[src/rtl/pic_pkg.sv]
package pic_pkg;
    localparam int PRIO_W = 3;
    typedef logic [PRIO_W-1:0] prio_t;
    typedef logic [7:0]        vec_t;

    localparam vec_t  NMI_VEC      = 8'd7;
    localparam int    IRQ_VEC_BASE = 16;
    localparam int    PER_VEC_BASE = 104;
    localparam vec_t  RSV_VEC_A    = 8'd110;
    localparam vec_t  RSV_VEC_B    = 8'd111;
    localparam prio_t NMI_LVL      = 3'd7;
    localparam prio_t PRIO_RST     = 3'd7;

    typedef struct packed {
        logic  req;
        vec_t  vec;
        prio_t lvl;
    } pend_t;

    function automatic vec_t src_vector(input int idx, input int n_irq);
        if (idx < n_irq) return vec_t'(IRQ_VEC_BASE + idx);
        return vec_t'(PER_VEC_BASE + idx - n_irq);
    endfunction

    function automatic int src_group(input int idx, input int n_irq, input int per_grp);
        if (idx < n_irq) return idx;
        return n_irq + (idx - n_irq) / per_grp;
    endfunction
endpackage

[src/rtl/pic_prio_regs.sv]
module pic_prio_regs
    import pic_pkg::*;
#(
    parameter int N_GRP = 10,
    parameter int GRP_W = 4
) (
    input  logic               clk,
    input  logic               rst_n,
    input  logic               wr_en,
    input  logic [GRP_W-1:0]   wr_grp,
    input  prio_t              wr_data,
    output logic [N_GRP*PRIO_W-1:0] prio_flat
);
    prio_t prio_d [N_GRP];
    prio_t prio_q [N_GRP];

    always_comb begin
        for (int g = 0; g < N_GRP; g++) begin
            prio_d[g] = prio_q[g];
            if (wr_en && (wr_grp == GRP_W'(g))) prio_d[g] = wr_data;
        end
    end

    always_ff @(posedge clk or negedge rst_n) begin
        if (!rst_n) begin
            for (int g = 0; g < N_GRP; g++) prio_q[g] <= PRIO_RST;
        end else begin
            for (int g = 0; g < N_GRP; g++) prio_q[g] <= prio_d[g];
        end
    end

    for (genvar g = 0; g < N_GRP; g++) begin : g_flat
        assign prio_flat[g*PRIO_W +: PRIO_W] = prio_q[g];
    end
endmodule

[src/rtl/pic_mask_filter.sv]
module pic_mask_filter
    import pic_pkg::*;
#(
    parameter int N_SRC   = 14,
    parameter int N_IRQ   = 8,
    parameter int PER_GRP = 3,
    parameter int N_GRP   = 10
) (
    input  logic [N_SRC-1:0]        src_req,
    input  logic [N_SRC-1:0]        src_en,
    input  logic [N_GRP*PRIO_W-1:0] prio_flat,
    input  logic                    lvl_mode,
    input  logic                    gmask,
    input  prio_t                   lvl_mask,
    output logic [N_SRC-1:0]        elig,
    output logic [N_SRC*PRIO_W-1:0] src_prio
);
    for (genvar i = 0; i < N_SRC; i++) begin : g_src
        localparam int GRP = src_group(i, N_IRQ, PER_GRP);
        prio_t p;
        logic  admit;
        assign p     = prio_flat[GRP*PRIO_W +: PRIO_W];
        assign admit = lvl_mode ? (p > lvl_mask) : !gmask;
        assign elig[i] = src_req[i] && src_en[i] && admit;
        assign src_prio[i*PRIO_W +: PRIO_W] = p;
    end
endmodule

[src/rtl/pic_arbiter.sv]
module pic_arbiter
    import pic_pkg::*;
#(
    parameter int N_SRC = 14,
    parameter int N_IRQ = 8
) (
    input  logic                    nmi_ok,
    input  logic [N_SRC-1:0]        elig,
    input  logic [N_SRC*PRIO_W-1:0] src_prio,
    output logic                    win_valid,
    output vec_t                    win_vec,
    output prio_t                   win_lvl
);
    always_comb begin
        win_valid = 1'b0;
        win_vec   = '0;
        win_lvl   = '0;
        // ascending vector order; strict compare keeps the lower vector on ties
        for (int i = 0; i < N_SRC; i++) begin
            if (elig[i] && (!win_valid || (src_prio[i*PRIO_W +: PRIO_W] > win_lvl))) begin
                win_valid = 1'b1;
                win_lvl   = src_prio[i*PRIO_W +: PRIO_W];
                win_vec   = src_vector(i, N_IRQ);
            end
        end
        if (nmi_ok) begin
            win_valid = 1'b1;
            win_vec   = NMI_VEC;
            win_lvl   = NMI_LVL;
        end
    end
endmodule

[src/rtl/pic_top.sv]
module pic_top
    import pic_pkg::*;
#(
    parameter int N_IRQ   = 8,
    parameter int N_PER   = 6,
    parameter int PER_GRP = 3,
    parameter int N_GRP   = N_IRQ + (N_PER + PER_GRP - 1) / PER_GRP,
    parameter int GRP_W   = $clog2(N_GRP + 1)
) (
    input  logic             clk,
    input  logic             rst_n,
    input  logic             standby,
    input  logic             nmi_req,
    input  logic [N_IRQ-1:0] irq_req,
    input  logic [N_IRQ-1:0] irq_en,
    input  logic [N_PER-1:0] per_req,
    input  logic [N_PER-1:0] per_en,
    input  logic [1:0]       ctl_mode,
    input  logic             gmask,
    input  logic [2:0]       lvl_mask,
    input  logic             pw_en,
    input  logic [GRP_W-1:0] pw_grp,
    input  logic [2:0]       pw_prio,
    input  logic             ack,
    output logic             int_req,
    output logic [7:0]       int_vec,
    output logic [15:0]      int_addr,
    output logic [2:0]       int_lvl
);
    localparam int N_SRC = N_IRQ + N_PER;

    logic [N_GRP*PRIO_W-1:0] prio_flat;
    logic [N_SRC-1:0]        elig;
    logic [N_SRC*PRIO_W-1:0] src_prio;
    logic                    win_valid;
    vec_t                    win_vec;
    prio_t                   win_lvl;
    pend_t                   st_d, st_q;

    pic_prio_regs #(.N_GRP(N_GRP), .GRP_W(GRP_W)) u_regs (
        .clk(clk), .rst_n(rst_n), .wr_en(pw_en), .wr_grp(pw_grp),
        .wr_data(pw_prio), .prio_flat(prio_flat)
    );

    pic_mask_filter #(.N_SRC(N_SRC), .N_IRQ(N_IRQ), .PER_GRP(PER_GRP), .N_GRP(N_GRP)) u_filt (
        .src_req({per_req, irq_req}), .src_en({per_en, irq_en}), .prio_flat(prio_flat),
        .lvl_mode(ctl_mode[1]), .gmask(gmask), .lvl_mask(lvl_mask),
        .elig(elig), .src_prio(src_prio)
    );

    pic_arbiter #(.N_SRC(N_SRC), .N_IRQ(N_IRQ)) u_arb (
        .nmi_ok(nmi_req && !standby), .elig(elig), .src_prio(src_prio),
        .win_valid(win_valid), .win_vec(win_vec), .win_lvl(win_lvl)
    );

    always_comb begin
        st_d = st_q;
        if (standby) begin
            st_d = '0;
        end else if (st_q.req) begin
            if (ack) st_d = '0;
        end else if (win_valid) begin
            st_d.req = 1'b1;
            st_d.vec = win_vec;
            st_d.lvl = win_lvl;
        end
    end

    always_ff @(posedge clk or negedge rst_n) begin
        if (!rst_n) st_q <= '0;
        else        st_q <= st_d;
    end

    assign int_req  = st_q.req;
    assign int_vec  = st_q.vec;
    assign int_lvl  = st_q.lvl;
    assign int_addr = {6'd0, st_q.vec, 2'b00};

    // presented vector frozen until acknowledged
    p_hold_r10: assert property (@(posedge clk) disable iff (!rst_n)
        int_req && !ack && !standby |=> int_req && $stable(int_vec) && $stable(int_lvl));

    // acknowledge releases the request
    p_release_r10: assert property (@(posedge clk) disable iff (!rst_n)
        int_req && ack |=> !int_req);

    // reserved vectors never appear
    p_rsv_r8: assert property (@(posedge clk) disable iff (!rst_n)
        int_req |-> (int_vec != RSV_VEC_A) && (int_vec != RSV_VEC_B));

    // non-maskable request taken whenever idle outside standby
    p_nmi_r2: assert property (@(posedge clk) disable iff (!rst_n)
        !int_req && nmi_req && !standby |=> int_req && int_vec == NMI_VEC && int_lvl == NMI_LVL);

    // standby drops the request
    p_standby_r3: assert property (@(posedge clk) disable iff (!rst_n)
        standby |=> !int_req);

    // global mask blocks every maskable source
    p_gmask_r5: assert property (@(posedge clk) disable iff (!rst_n)
        !int_req && !ctl_mode[1] && gmask && !nmi_req |=> !int_req);

    // an admitted maskable source lies strictly above the mask level
    p_level_r6: assert property (@(posedge clk) disable iff (!rst_n)
        !int_req && !standby && ctl_mode[1] && !nmi_req && win_valid |=> int_lvl > $past(lvl_mask));
endmodule

[config.mk]
export PLATFORM = sky130hd
export DESIGN_NAME = pic_top
export DESIGN_NICKNAME = d
export VERILOG_FILES = /design/src/rtl/pic_pkg.sv /design/src/rtl/pic_prio_regs.sv /design/src/rtl/pic_mask_filter.sv /design/src/rtl/pic_arbiter.sv /design/src/rtl/pic_top.sv
export SDC_FILE = /design/constraint.sdc
export NUM_CORES = 1
export LEC_CHECK = 0
export ABC_AREA = 1
export BUFFER_PORTS_ARGS = -buffer_cell sky130_fd_sc_hd__buf_2
export CAP_MARGIN = 40
export CORE_ASPECT_RATIO = 1.5
export CORE_MARGIN = 8
export CORE_UTILIZATION = 30
export CTS_BUF_LIST = sky130_fd_sc_hd__clkbuf_8
export DETAILED_ROUTE_END_ITERATION = 12
export GPL_TIMING_DRIVEN = 0
export PLACE_DENSITY = 0.5
export SLEW_MARGIN = 10
export SYNTH_ARGS = -nofsm -noshare
export SYNTH_HDL_FRONTEND = slang
export SYNTH_HIERARCHICAL = 1
export SYNTH_SLANG_ARGS = --single-unit
[constraint.sdc]
create_clock -name clk -period 20.5 [get_ports clk]
set_input_delay 3.075 -clock clk [delete_from_list [all_inputs] [get_ports clk]]
set_output_delay 3.075 -clock clk [all_outputs]
set_load 0.005 [all_outputs]
==> metrics.cfg <==
[power]
p_total_uw=467
p_sw_uw=207
seqPwrFrac_pct=27.2
intPower_uw=260
pwr-share-clk_pct=12.4
p_comb_share_pct=60.4
ir_drop_mv=0.0318
switching_share_pct=44.3
p_leak_nw=3.25
p_per_area_nw_per_um2=80.4

[logic_synthesis]
synthCells=741
synth_flop_cell=dfstp_2
synth_edf_count=0
netlist-cell-type-count=32
synthArstFlopShare_pct=100
netlist_area_um2=5040
yosysTopAreaCell=nand2_1
syn_area_per_cell_um2=6.81
yosys-top-cells-area=nand2_1 (17%), ha_1 (16%), dfstp_2 (16%), buf_4 (9.4%), inv_1 (6.2%)
yosys_warnings=6
yosysSeqAreaShare_pct=21.6
ys_ff_latch=42
synth.top_cell.area_share_pct=17.0

[sta]
setup_viol=0
setup_tns_ps=0
fin_crit_ps=18530
finalMaxSlewViolations=0
rsz0062_at_grt=false
period_share_pct=90.4
skew_ps=11.4
timing.hold.ws_ps=478
setup_ws_ps=1970
final_hold_viol_count=0
fmax_mhz=54.0

[detailed_routing]
ant_nets=0
first_pass_iters=4
drc=0
drt-total-wl_um=13400
first_iter_violations=163
wl_per_cell_um=13.0
routed_via_density=4.48
vias=4624

[cts]
cts_tree=built
hold_buffers=0
cts-htree-levels=2
cts.sinks=42
clockRootBuffer=clkbuf_8
numCtsBuffers=5
clock_path_buffers=2
insertion_delay_ps=310
path_clk_slew_ps=90

[setup_path]
crit_top_cell=nand2_1
worstSetupPathType=input pin to register
cp.arrival_ps=18740
cp_slowest_stage_delay_ps=330
cp-end-kind=register
startpoint_type=input pin
required_ps=20710
cpMaxStageDelayCell=ha_1
crit_fanout=8

[cells_and_area]
fill_cells=1850
drive_above_1_share_pct=28.1
diodes=0
nNetsFinal=932
areaGrowthSynthToFinish_pct=15.1
final_core_util_pct=34.9

[floorplan]
start_util_pct=30.3
ios=75
die_y_um=175
die-area_um2=21300
rows=58
fp.dieW_um=122
design.core.area_um2=16600

[global_routing]
grt_pass1_wl_um=21700
globalRoute.totalOverflow=0
first_global_vias=4509
grt_max_degree=32
antenna_found_initial=0
grt_usage_pct=12.7

[run]
maxCapViolCount=0

[placement]
buffer_ports.inserted=61
place_ws_ps=705
gp_congestion=0.819
hpwl_um=11300

[hold_path]
hold_class=register to register

[run_status]
outcome=finished clean

[area by class of cell]
type                    count  area (µm²)  share of cell area [%]
multi-input cells         545        3120                    53.8
flip-flops and latches     42        1090                    18.7
plain buffers              73         548                    9.44
repair buffers             66         355                    6.12
inverters                  88         338                    5.82
well taps                 210         263                    4.53
clock buffers               5        68.8                    1.19
clock inverters             3        22.5                   0.388
[timing repair]
item,in CTS,in global routing
setup buffers,0,4
setup endpoints to repair,0,10
resized for setup,0,8
[cells in the final DEF (no fill, tap or decap), types with 2 or more instances in the layout]
cell type / count
a21o_1: 2
a21oi_1: 33
a31oi_1: 3
and2_1: 7
buf_2: 67
buf_4: 67
buf_6: 4
clkbuf_8: 5
clkinvlp_4: 3
conb_1: 9
dfrtp_1: 12
dfstp_2: 30
ha_1: 64
inv_1: 81
inv_2: 5
nand2_1: 226
nand2_2: 17
nand2_4: 8
nand3_1: 62
nand3_2: 10
nand4_1: 21
nor2_1: 19
nor2_2: 5
nor2_4: 3
nor3_1: 2
o21ai_0: 21
o21ai_1: 17
o21bai_1: 6
or2_1: 2
or2_2: 3
[state kept, by name, summed over array words and instances, names as in the netlist]
| signal | cells |
|---|---|
| int_vec | 8 |
| u_regs/prio_flat | 30 |
| int_lvl | 3 |
| int_req | 1 |
[Yosys cell counts, types with 4 or more instances]
| library cell | n |
|---|---|
| nand2_1 | 229 |
| inv_1 | 83 |
| ha_1 | 64 |
| buf_4 | 63 |
| nand3_1 | 62 |
| a21oi_1 | 34 |
| dfstp_2 | 30 |
| o21ai_0 | 22 |
| nand4_1 | 21 |
| nor2_1 | 19 |
| o21ai_1 | 16 |
| nand2_2 | 14 |
| dfrtp_1 | 12 |
| nand3_2 | 10 |
| nand2_4 | 8 |
| and2_1 | 7 |
| buf_2 | 6 |
| o21bai_1 | 6 |
| inv_2 | 5 |
| nor2_2 | 5 |
| buf_6 | 4 |
[worst paths after layout]
| kind | start | endpoint | slack (ps) | depth (start not counted) |
|---|---|---|---|---|
| setup / recovery | lvl_mask[2] | int_vec[5] | 1970 | 122 |
| hold / removal | u_regs/prio_flat[21] | u_regs/prio_flat[21] | 480 | 2 |
| setup reg to reg | u_regs/prio_flat[0] | int_vec[5] | 4470 | 120 |
| hold reg to reg | u_regs/prio_flat[21] | u_regs/prio_flat[21] | 480 | 2 |
| max in group asynchronous | rst_n | u_regs/prio_flat[7] | 17310 | 2 |
| min in group asynchronous | rst_n | int_vec[6] | 2650 | 1 |
[worst max-delay path, delay by kind of cell]
family | cells | cell delay, ps
buffers and inverters | 11 | 910
AND/OR/NAND/NOR | 68 | 6300
AO/OA/AOI/OAI | 29 | 4140
adder cells (fa/ha/maj) | 14 | 4230
[power by group through the flow]
stage | clock (mW) | sequential, mW | combinational, mW
6_report | 0.0578 | 0.127 | 0.282
5_1_grt | 0.0636 | 0.130 | 0.329
4_1_cts | 0.0604 | 0.128 | 0.285
3_5_place_dp | 0 | 0.130 | 0.284
3_3_place_gp | 0 | 0.129 | 0.282
2_1_floorplan | 0 | 0.122 | 0.222
[routing by layer]
| layer | vias to the layer above | global-route usage, % | wire length (µm) |
|---|---|---|---|
| met3 | 7 | 1.68 | 696 |
| met2 | 86 | 25.3 | 7400 |
| met1 | 2028 | 13.6 | 5280 |
| li1 | 2503 | - | - |
| met4 | 0 | 2.01 | 64 |
| met5 | - | 0 | 0 |
[logic make-up (layout without fill, tap and decap cells)]
kind of cell	after synthesis	in the layout	synth area share, %
AO/OA/AOI/OAI	86	86	9.15
adder cells (fa/ha/maj)	64	64	15.9
buffers and inverters	161	235	17.4
flip-flops	42	42	21.6
other	2	9	0.149
AND/OR/NAND/NOR	386	386	35.8
[per-stage QoR]
| step | area [µm²] | cells |
|---|---|---|
| after floorplan | 5070 | 748 |
| after global placement | 5640 | 1019 |
| after detailed placement | 5660 | 1020 |
| after CTS | 5750 | 1028 |
| after global routing | 5810 | 1032 |
| final | 5810 | 1032 |
(Power assumes the default switching activity.)
